### src/rtl/pixload_pkg.sv
package pixload_pkg;

    localparam int PIX_W = 8;

    typedef logic [PIX_W-1:0] pix_t;

    typedef enum logic {
        WIN_ARMED = 1'b0,
        WIN_HOLD  = 1'b1
    } win_state_e;

    // Control handed from the window logic to the shift register.
    typedef struct packed {
        logic load_n;
        pix_t data;
    } shift_cmd_t;

    function automatic logic edge_fell(input logic prev_lvl, input logic cur_lvl);
        return prev_lvl & ~cur_lvl;
    endfunction

endpackage

### src/rtl/pixload_sync.sv
module pixload_sync #(
    parameter int STAGES = 2
) (
    input  logic clk,
    input  logic rst,
    input  logic d_in,
    output logic d_out
);
    logic [STAGES-1:0] chain_q;

    generate
        if (STAGES == 1) begin : g_one
            always_ff @(posedge clk) begin
                if (rst) chain_q <= '1;
                else     chain_q <= d_in;
            end
        end else begin : g_many
            always_ff @(posedge clk) begin
                if (rst) chain_q <= '1;
                else     chain_q <= {chain_q[STAGES-2:0], d_in};
            end
        end
    endgenerate

    assign d_out = chain_q[STAGES-1];
endmodule

### src/rtl/pixload_window.sv
module pixload_window
    import pixload_pkg::*;
#(
    parameter int HOLD_CYC = 4
) (
    input  logic clk,
    input  logic rst,
    input  logic req_sync_n,
    output logic load_n,
    output logic overrun_err
);
    localparam int CW = $clog2(HOLD_CYC + 1);

    win_state_e     state_q;
    logic [CW-1:0]  cnt_q;
    logic           prev_q;
    logic           fall;

    assign fall = edge_fell(prev_q, req_sync_n);

    always_ff @(posedge clk) begin
        if (rst) begin
            state_q     <= WIN_ARMED;
            cnt_q       <= '0;
            prev_q      <= 1'b1;
            load_n      <= 1'b1;
            overrun_err <= 1'b0;
        end else begin
            prev_q <= req_sync_n;
            load_n <= 1'b1;
            case (state_q)
                WIN_ARMED: begin
                    if (fall) begin
                        state_q <= WIN_HOLD;
                        cnt_q   <= CW'(HOLD_CYC - 1);
                        load_n  <= 1'b0;
                    end
                end
                WIN_HOLD: begin
                    if (fall) overrun_err <= 1'b1;
                    if (cnt_q == '0) state_q <= WIN_ARMED;
                    else             cnt_q   <= cnt_q - CW'(1);
                end
                default: state_q <= WIN_ARMED;
            endcase
        end
    end
endmodule

### src/rtl/pixload_shifter.sv
module pixload_shifter
    import pixload_pkg::*;
(
    input  logic       clk,
    input  logic       rst,
    input  shift_cmd_t cmd,
    output pix_t       sr_q,
    output logic       bit_out
);
    always_ff @(posedge clk) begin
        if (rst)              sr_q <= '0;
        else if (!cmd.load_n) sr_q <= cmd.data;
        else                  sr_q <= {sr_q[PIX_W-2:0], 1'b0};
    end

    assign bit_out = sr_q[PIX_W-1];
endmodule

### src/rtl/pixload_ctrl.sv
module pixload_ctrl
    import pixload_pkg::*;
#(
    parameter int SYNC_STAGES = 2,
    parameter int HOLD_CYC    = 4
) (
    input  logic                  clk,
    input  logic                  rst,
    input  logic [PIX_W-1:0]      pix_data,
    input  logic                  load_req_n,
    output logic                  video_out,
    output logic                  overrun_err
);
    logic       req_sync_n;
    logic       load_n;
    pix_t       sr_q;
    shift_cmd_t cmd;

    pixload_sync #(.STAGES(SYNC_STAGES)) u_sync (
        .clk   (clk),
        .rst   (rst),
        .d_in  (load_req_n),
        .d_out (req_sync_n)
    );

    pixload_window #(.HOLD_CYC(HOLD_CYC)) u_window (
        .clk         (clk),
        .rst         (rst),
        .req_sync_n  (req_sync_n),
        .load_n      (load_n),
        .overrun_err (overrun_err)
    );

    assign cmd.load_n = load_n;
    assign cmd.data   = pix_data;

    pixload_shifter u_shift (
        .clk     (clk),
        .rst     (rst),
        .cmd     (cmd),
        .sr_q    (sr_q),
        .bit_out (video_out)
    );
endmodule

### config.mk
export PLATFORM = sky130hd
export DESIGN_NAME = pixload_ctrl
export DESIGN_NICKNAME = d
export VERILOG_FILES = /design/src/rtl/pixload_pkg.sv /design/src/rtl/pixload_sync.sv /design/src/rtl/pixload_window.sv /design/src/rtl/pixload_shifter.sv /design/src/rtl/pixload_ctrl.sv
export SDC_FILE = /design/constraint.sdc
export NUM_CORES = 1
export LEC_CHECK = 0
export BUFFER_PORTS_ARGS = -buffer_cell sky130_fd_sc_hd__buf_2
export CAP_MARGIN = 15
export CORE_MARGIN = 1
export CORE_UTILIZATION = 40
export DETAILED_ROUTE_END_ITERATION = 12
export PLACE_DENSITY = 0.65
export SETUP_SLACK_MARGIN = 0.05
export SLEW_MARGIN = 15
export SYNTH_ARGS = -nofsm -noshare
export SYNTH_HDL_FRONTEND = slang
export SYNTH_SLANG_ARGS = --single-unit
### constraint.sdc
create_clock -name clk -period 4 [get_ports clk]
set_input_delay 0.8 -clock clk [delete_from_list [all_inputs] [get_ports clk]]
set_output_delay 0.8 -clock clk [all_outputs]
set_load 0.05 [all_outputs]
### After elaboration in Yosys (flattened, before gate mapping)

Cells that the tools add are included.

| operators by class | value |
|---|---|
| reduce and logical (&&, ||, !) cells | 5 |
| mux-type cells | 8 |
| eq/ne operators | 2 |
| $add $sub $neg | 1 |
| bitwise logic cells | 3 |

Operators by type and width:

| cell | count |
|---|---|
| 2-to-1 mux 8 bit | 1 |
| 2-to-1 mux 3 bit | 2 |
| one-hot mux 3 bit (2 select lines) | 1 |
| AND reduction 2 bit | 2 |
| OR reduction 2 bit | 2 |
| logical NOT 3 bit | 1 |
| 2-to-1 mux 1 bit | 3 |
| subtractor 3 x 1 -> 3 bit, second input constant | 1 |
| != test 2 x 1 -> 1 bit, second input constant | 1 |
| != test 2 bit, second input constant | 1 |
| NOT 1 bit | 2 |
| one-hot mux 1 bit (2 select lines) | 1 |
| AND 1 bit | 1 |

| storage, ports and cells | value |
|---|---|
| output and inout port bits | 2 |
| register bits after elaboration | 17 |
| logic and storage cells | 27 |

### Logic depth before layout (Yosys ltp)

Gate-level depths: netlist of run 1.

| logic depth | value |
|---|---|
| depth after elaboration | 4 |
| gate-level depth with buffers | 5 |
| depth with buffers taken out | 5 |

### Hierarchy

Synthesis of run 1 repeated with hierarchy kept, for this count alone.

| unflattened totals | value |
|---|---|
| cells, all modules | 57 |
| area total of the unflattened synthesis | 618.1 µm² |

By module, submodules not included:

| module | instances | seq. area each (µm²) | cells each | area an instance (µm²) |
|---|---|---|---|---|
| pixload_shifter | 1 | 160.2 | 26 | 287.8 |
| pixload_window | 1 | 140.1 | 27 | 277.8 |
| pixload_sync | 1 | 40.0 | 4 | 52.6 |

### Worst setup path after synthesis of run 1

No wires, ideal clock.

| timing path | value |
|---|---|
| path kind | input to register |
| start point | input port rst |
| end point | register u_window.cnt_q[2] |
| arrival | 1.448 ns |
| cell stages on the path | 3 |
| required time | 3.899 ns |
| slack | 2.451 ns |
| buffers on the path | 1 |
| cells stage by stage | buf_6 -> or4b_1 -> o41ai_1 |

RTL lines:

| item | RTL line | RTL |
|---|---|---|
| from (decl) | pixload_ctrl.sv:8 | `input logic rst,` |
| to (signal assigned) | pixload_window.sv:35 | `cnt_q <= CW'(HOLD_CYC - 1);` |
| to (signal assigned) | pixload_window.sv:42 | `else cnt_q <= cnt_q - CW'(1);` |
| to (decl) | pixload_window.sv:15 | `logic [CW-1:0] cnt_q;` |

### Worst setup path after layout of run 1

| timing path | value |
|---|---|
| start point | register u_window.overrun_err |
| end point | output port overrun_err |

RTL lines:

| item | RTL line | RTL |
|---|---|---|
| from (decl) | pixload_window.sv:10 | `output logic overrun_err` |
| from (signal assigned) | pixload_window.sv:27 | `overrun_err <= 1'b0;` |
| from (signal assigned) | pixload_window.sv:40 | `if (fall) overrun_err <= 1'b1;` |
| to (decl) | pixload_ctrl.sv:12 | `output logic overrun_err` |

No word-level cell between the ends.

==> impl_metrics.tcl, run 1 <==
set metrics [dict create \
    status "completed" \
    dieArea_mm2 0.00177 \
    routabilityCongestion 0.664 \
    relSlewSlack_pct 71.5 \
    synth_fp_nets 71 \
    grt_max_degree 19 \
    r2r-start "u_window.cnt_q[0]" \
    cp.required_ps 3200 \
    ios 13 \
    initial_core_util_pct 42.5 \
    synth.avg_cell_area_um2 11.0 \
    grt_pass1_wl_um 1640 \
    setup_viol 0 \
    postCtsHoldBufs 0 \
    clock_sinks 17 \
    skew_ps 1.78 \
    synth_seq_cells 17 \
    row_count 14 \
    yosysWarnings 0 \
    synth_cells 58 \
    cts_buffers 3 \
    fillCellCount 140 \
    drtPass1Iterations 3 \
    grt-ovfl-total 0 \
    holdCritStartpoint "u_sync.chain_q[0]" \
    cp_max_fo 2 \
    post-place-cells 83 \
    finalSetupTns_ps 0 \
    syn_area_um2 641 \
    clock_path_buffers 2 \
    core_area_mm2 0.00151 \
    seq_area_um2 340 \
    cts_resized 0 \
    leakage_nw 0.347 \
    final_core_util_pct 48.2 \
    power_w 0.000286 \
    drive_gt1_share_pct 28.2 \
    min_period_ps 1690 \
    insertion_delay_ps 280 \
    fp.dieW_um 42.0 \
    cpPeakStageDelay_ps 340 \
    vias_per_cell 4.91 \
    avgRoutedWirePerCell_um 10.0 \
    cpMaxStageDelayCell "dfxtp_1" \
    cts_root_buffer "clkbuf_4" \
    ys_seq_area_share_pct 53.1 \
    dp_hpwl_um 639 \
    worstPathArrival_ps 890 \
    htree_levels 1 \
    vias 427 \
    cts_setup_buffers 0 \
    cp-end-kind "output pin" \
    rsz0062_at_grt "false" \
    hp-class "reg -> reg" \
    maxCapViolations 0 \
    synthDistinctLibCells 19 \
    grtUsageTotal_pct 13.1 \
    worst-setup-path-type "reg -> out" \
    critPathLaunchType "flip-flop" \
    fmax_mhz 593 \
    crit_start "u_window.overrun_err" \
    portBuffers 12 \
    peakVddDrop_mv 0.210 \
    drv_slew 0 \
    crit_family "flip-flops" \
    final_nets 85 \
    hold_viol 0 \
    antenna_found_initial 0 \
    worst_slew_pin_slew_ps 426 \
    whs_ps 419 \
    area_growth_pct 13.3 \
    period_share_pct 42.2 \
    wirelength_um 873 \
    grt_pass1_vias 414 \
    critical_path_buf_inv_count 1 \
    final_cells 87 \
    postRouteAntennaNets 0 \
    multi_input_area_um2 260 \
    cp_cell_sequence "buf_2" \
    drc_errors 0 \
    dieHeight_um 42.0 \
    cts_tree "done" \
    drt_iter0_markers 5 \
    p_per_area_mw_per_mm2 394 \
    diodes 0 \
    path_clk_slew_ps 90 \
]
==> metrics by stage <==
| stage | area [um^2] | setup WS (ps) |
|---|---|---|
| floorplan | 641 | 2450 |
| global placement | 699 | 2320 |
| detailed placement | 699 | 2320 |
| CTS | 726 | 2300 |
| global route | 726 | 2280 |
| finish | 726 | 2310 |
==> metal layers <==
metal	routed length [um]	global-route usage (%)	vias up
li1	-	-	223
met1	372	11.8	192
met2	452	22.5	12
met3	48	7.76	0
met4	0	7.50	0
met5	0	0	-
==> registers in the layout (all words and copies together), names as in the netlist <==
name / cells
u_window.cnt_q: 3
u_window.overrun_err: 1
u_window.state_q: 1
u_window.load_n: 1
u_window.prev_q: 1
u_shift.sr_q: 8
u_sync.chain_q: 2
==> cells in the mapped netlist (all sizes together) <==
cell,number,area [um^2]
o211ai,1,12.5
nor2,7,26.3
or4b,3,33.8
o311a,1,10.0
o21a,1,7.51
inv,5,18.8
buf,3,21.3
nor3b,2,15.0
or2,3,18.8
mux2i,7,70.1
nor2b,1,6.26
ha,2,25.0
dfxtp,17,340
o41ai,1,8.76
nand3b,2,15.0
a21oi,1,5.00
nand2b,1,6.26
==> worst reg2reg max path, delay by kind of cell, from the launching register on <==
family                   cells  cell delay [ps]
AND/OR/NAND/NOR              1              520
adder cells (fa/ha/maj)      2              400
flip-flops                   1              360
AO/OA/AOI/OAI                1               90
buffers and inverters        1               50
==> cell families after synthesis <==
group | share of synthesized area, %
adder cells (fa/ha/maj) | 3.91
AND/OR/NAND/NOR | 18.9
multiplexers | 10.9
buffers and inverters | 6.25
flip-flops | 53.1
AO/OA/AOI/OAI | 6.84
==> power by group <==
| group | switching (W) | internal, W | total, W |
|---|---|---|---|
| registers | 0.00000325 | 0.000174 | 0.000177 |
| clock network | 0.0000493 | 0.0000387 | 0.0000880 |
| logic | 0.00000947 | 0.0000112 | 0.0000207 |
==> final cells by class <==
type / count / area share [%]
flip-flops and latches: 17 / 46.9
multi-input cells: 33 / 35.9
repair buffers: 12 / 8.28
clock buffers: 4 / 3.62
well taps: 16 / 2.76
inverters: 5 / 2.59
==> final timing paths <==
path,to,slack (ps),depth (start not counted)
hold reg to reg,u_sync.chain_q[1],420,1
hold / removal,u_sync.chain_q[1],420,1
setup / recovery,overrun_err,2310,1
setup reg to reg,u_window.cnt_q[0],2510,5
==> layout by cell type, fill, tap and decap left out, drive strengths merged <==
| cell | n |
|---|---|
| dfxtp | 17 |
| buf | 12 |
| mux2i | 7 |
| nor2 | 7 |
| inv | 5 |
| clkbuf | 4 |
| or2 | 3 |
| or4b | 3 |
| nor3b | 2 |
| nand3b | 2 |
| ha | 2 |
| nor2b | 1 |
| o311a | 1 |
| nand2b | 1 |
| o211ai | 1 |
| o41ai | 1 |
| o21a | 1 |
| a21oi | 1 |
(Power assumes the default switching activity.)
==> run 2, diff against run 1 <==
Clock period 4 ns to 1.69 ns, I/O delays scaled along.
==> impl_metrics.tcl, run 2 (same netlist as run 1, synthesis figures left out) <==
set metrics [dict create \
    reg_top3 "u_shift.sr_q: 8 flops, u_window.cnt_q: 3 flops, u_sync.chain_q: 2 flops" \
    diodes 0 \
    vias_per_cell 4.99 \
    core_area_mm2 0.00151 \
    grt_pass1_vias 364 \
    worstPathArrival_ps 1690 \
    hp-class "in -> reg" \
    finalSetupTns_ps 0 \
    drv_slew 0 \
    layout_common_cells "dfxtp_1 (17), buf_2 (12), mux2i_1 (7), nor2_1 (7), inv_1 (5)" \
    initial_core_util_pct 42.5 \
    crit_start "u_window.cnt_q[0]" \
    cpPeakStageDelay_ps 520 \
    cts_tree "done" \
    min_period_ps 1510 \
    rsz0062_at_grt "false" \
    drive_gt1_share_pct 28.2 \
    timing.rr.end "u_window.cnt_q[2]" \
    dieArea_mm2 0.00177 \
    wirelength_um 858 \
    cts_root_buffer "clkbuf_4" \
    clock_path_buffers 2 \
    use_met2_pct 15.6 \
    fmax_mhz 661 \
    min_path_cells 2 \
    fin_ws_ps 178 \
    insertion_delay_ps 280 \
    period_share_pct 89.5 \
    met1_usage_pct 14.6 \
    cp.required_ps 1870 \
    fillCellCount 148 \
    drc_errors 0 \
    fp.dieW_um 42.0 \
    grt-ovfl-total 0 \
    r2r-start "u_window.cnt_q[0]" \
    status "completed" \
    postCtsHoldBufs 0 \
    routabilityCongestion 0.667 \
    htree_levels 1 \
    cpMaxStageDelayCell "or4b_1" \
    cp_max_fo 4 \
    cts_resized 0 \
    antenna_found_initial 0 \
    maxCapViolations 0 \
    dp_hpwl_um 608 \
    dieHeight_um 42.0 \
    rrSetupSlack_ps 180 \
    clock_sinks 17 \
    grt_pass1_wl_um 1510 \
    drt_iter0_markers 4 \
    final_nets 85 \
    regMostFlops "u_shift.sr_q" \
    cts_setup_buffers 0 \
    dp_slack_ps 186 \
    worst_slew_pin_slew_ps 434 \
    crit_cells 5 \
    cp_cell_sequence "inv_1 > ha_1 > ha_1 > or4b_1 > o41ai_1" \
    drtPass1Iterations 4 \
    hold_viol 0 \
    leakage_nw 0.347 \
    crit_path_end "u_window.cnt_q[2]" \
    skew_ps 1.90 \
    setup_viol 0 \
    largest_register_ffs 8 \
    reg2reg_depth 5 \
    path_clk_slew_ps 90 \
    postRouteAntennaNets 0 \
    busiest_layer "met2" \
    worst-setup-path-type "reg -> reg" \
    vias 434 \
    critPathLaunchType "flip-flop" \
    row_count 14 \
    p_per_area_mw_per_mm2 930 \
    area_growth_pct 13.3 \
    crit_family "simple AND/OR/NAND/NOR gates" \
    grt_max_degree 19 \
    critical_path_buf_inv_count 1 \
    relSlewSlack_pct 71.0 \
    ios 13 \
    grtUsageMet3_pct 7.76 \
    mostFrequentLayoutCell "dfxtp_1" \
    portBuffers 12 \
    cpMostUsedCell "ha_1" \
    cts_buffers 3 \
    cp-end-kind "flip-flop" \
    avgRoutedWirePerCell_um 9.86 \
    grtUsageTotal_pct 12.0 \
    peakVddDrop_mv 0.487 \
]
-- run 2: final cells by class --
| cell class | count | area (um^2) | share of cell area [%] |
|---|---|---|---|
| inverter | 5 | 18.8 | 2.59 |
| clock buffer | 4 | 26.3 | 3.62 |
| timing repair buffer | 12 | 60.1 | 8.28 |
| multi-input combinational | 33 | 260 | 35.9 |
| tap | 16 | 20.0 | 2.76 |
| sequential | 17 | 340 | 46.9 |
-- run 2: stage by stage --
step / util, % / power (W) / std cells / hold WS [ps] / area [um^2]
after detailed placement: 46.4 / 0.000479 / 83 / 407 / 699
after global routing: 48.2 / 0.000718 / 87 / 217 / 726
after global placement: 46.4 / 0.000477 / 83 / 401 / 699
after CTS: 48.2 / 0.000690 / 87 / 222 / 726
after floorplan: - / 0.000464 / 58 / 389 / 641
final: 48.2 / 0.000675 / 87 / 233 / 726
-- run 2: power by group --
group | switching, W | internal (W) | total (W)
Combinational | 0.0000225 | 0.0000266 | 0.0000491
Sequential | 0.00000768 | 0.000412 | 0.000420
Clock | 0.000114 | 0.0000916 | 0.000206
-- run 2: how the worst min path moves through the flow --
stage | startpoint | endpoint
after global placement | u_sync.chain_q[0] | u_sync.chain_q[1]
final | load_req_n | u_sync.chain_q[0]
after global routing | load_req_n | u_sync.chain_q[0]
after floorplan | u_sync.chain_q[0] | u_sync.chain_q[1]
after detailed placement | u_sync.chain_q[0] | u_sync.chain_q[1]
after CTS | load_req_n | u_sync.chain_q[0]
-- run 2: worst register-to-register path: stages, from the launching register on --
cell     delay, ps
dfxtp_1        360
inv_1           50
ha_1           190
ha_1           210
or4b_1         520
o41ai_1         80
-- run 2: routing by layer --
metal | routed length, um | up-vias
li1 | - | 223
met1 | 440 | 201
met2 | 381 | 10
met3 | 35 | 0
met4 | 0 | 0
met5 | 0 | -
==> run 3, diff against run 2 <==
Settings changed: CORE_UTILIZATION 40 to 23, PLACE_DENSITY 0.65 to 0.44, RECOVER_POWER set to 100, SLEW_MARGIN 15 to unset.
==> impl_metrics.tcl, run 3 (same netlist as run 1, synthesis figures left out) <==
set metrics [dict create \
    status "completed" \
    postCtsHoldBufs 0 \
    leakage_nw 0.329 \
    rrSetupSlack_ps 200 \
    use_met2_pct 9.84 \
    dieArea_mm2 0.00300 \
    postPlaceCellArea_um2 717 \
    clock_path_buffers 2 \
    mostFrequentLayoutCell "dfxtp_1" \
    finalSetupTns_ps 0 \
    avgRoutedWirePerCell_um 9.28 \
    area_growth_pct 14.3 \
    ios 13 \
    final_core_util_pct 28.8 \
    cp.required_ps 1900 \
    power.share.sequential_pct 61.7 \
    final_nets 85 \
    clock_sinks 17 \
    grt_pass1_wl_um 1520 \
    busiest_layer "met2" \
    min_period_ps 1490 \
    p_sw_share_pct 22.8 \
    reg_top3 "u_shift.sr_q: 8 flops, u_window.cnt_q: 3 flops, u_sync.chain_q: 2 flops" \
    combPwrFrac_pct 7.0 \
    reg2reg_depth 5 \
    critPathLaunchType "flip-flop" \
    row_count 18 \
    antenna_found_initial 0 \
    grt_pass1_vias 365 \
    period_share_pct 88.3 \
    postRouteAntennaNets 0 \
    maxCapViolations 0 \
    dp_hpwl_um 669 \
    hold_viol 0 \
    r2r-start "u_window.cnt_q[0]" \
    hp-class "in -> reg" \
    clkPwrFrac_pct 31.3 \
    switchingPower_w 0.000155 \
    intPower_w 0.000525 \
    regMostFlops "u_shift.sr_q" \
    cp-end-kind "flip-flop" \
    path_clk_slew_ps 100 \
    cts_root_buffer "clkbuf_4" \
    fillCellCount 279 \
    insertion_delay_ps 280 \
    grtUsageTotal_pct 7.51 \
    fp.dieW_um 54.8 \
    vias 407 \
    wirelength_um 937 \
    min_path_cells 2 \
    met1_usage_pct 9.60 \
    drt_iter0_markers 3 \
    cts_setup_buffers 0 \
    fmax_mhz 670 \
    grt_max_degree 19 \
    worst_slew_pin_slew_ps 649 \
    portBuffers 12 \
    holdCritStartpoint "load_req_n" \
    cp_max_fo 4 \
    grt-ovfl-total 0 \
    grtUsageMet3_pct 5.83 \
    routabilityCongestion 0.661 \
    drive_gt1_share_pct 22.5 \
    layout_common_cells "dfxtp_1 (17), buf_2 (9), mux2i_1 (7), nor2_1 (7), inv_1 (5)" \
    drv_slew 0 \
    dieHeight_um 54.8 \
    p_per_area_mw_per_mm2 929 \
    rsz0062_at_grt "false" \
    largest_register_ffs 8 \
    cts_resized 0 \
    relSlewSlack_pct 56.8 \
    drc_errors 0 \
    skew_ps 0.931 \
    cts_buffers 3 \
    timing.rr.end "u_window.cnt_q[0]" \
    setup_viol 0 \
    drtPass1Iterations 2 \
    core_area_mm2 0.00254 \
    peakVddDrop_mv 0.653 \
    worstPathArrival_ps 1710 \
    hold_path_end "u_sync.chain_q[0]" \
    worst-setup-path-type "reg -> reg" \
    htree_levels 1 \
    initial_core_util_pct 25.2 \
    cts_tree "done" \
    final_cell_area_um2 732 \
    diodes 0 \
    vias_per_cell 4.03 \
]
-- run 3: area by class of cell --
type / count / area, um^2 / area share (%)
Timing Repair Buffer: 12 / 56.3 / 7.69
Clock buffer: 3 / 22.5 / 3.08
Tap cell: 30 / 37.5 / 5.13
Inverter: 5 / 18.8 / 2.56
Sequential cell: 17 / 340 / 46.5
Clock inverter: 1 / 5.00 / 0.684
Multi-Input combinational cell: 33 / 251 / 34.4
-- run 3: through the flow --
step / total power [W] / setup WS [ps] / hold slack, ps / instances
after floorplan: 0.000464 / 291 / 389 / 58
after global placement: 0.000478 / 229 / 393 / 97
after detailed placement: 0.000480 / 230 / 397 / 97
after CTS: 0.000697 / 189 / 219 / 101
after global routing: 0.000726 / 120 / 210 / 101
final: 0.000680 / 198 / 229 / 101
-- run 3: layer usage --
metal	wire length, um	up-vias
li1	-	222
met1	511	175
met2	359	10
met3	66	0
met4	0	0
met5	0	-
-- run 3: worst max-delay path, cell delays in order, from the launching register on --
cell and delay [ps]:
dfxtp_1 360, inv_1 50, ha_1 190, ha_1 210, or4b_1 510, o211ai_1 100
-- run 3: power groups by stage --
stage               clock (W)  sequential [W]  combinational [W]
detailed placement          0        0.000429          0.0000510
global route         0.000250        0.000422          0.0000544
CTS                  0.000225        0.000420          0.0000514
finish               0.000213        0.000419          0.0000477
global placement            0        0.000429          0.0000494
floorplan                   0        0.000428          0.0000358
-- run 3: how the worst max path moves through the flow --
stage / start / cells past startpoint / to / slack, ps
6_report: u_window.cnt_q[0] / 5 / u_window.cnt_q[0] / 200
5_1_grt: u_window.cnt_q[0] / 5 / u_window.cnt_q[2] / 120
4_1_cts: u_window.cnt_q[0] / 5 / u_window.cnt_q[2] / 190
3_5_place_dp: u_window.cnt_q[0] / 5 / u_window.cnt_q[2] / 230
3_3_place_gp: u_window.cnt_q[0] / 5 / u_window.cnt_q[2] / 230
2_1_floorplan: u_window.cnt_q[0] / 5 / u_window.cnt_q[2] / 290
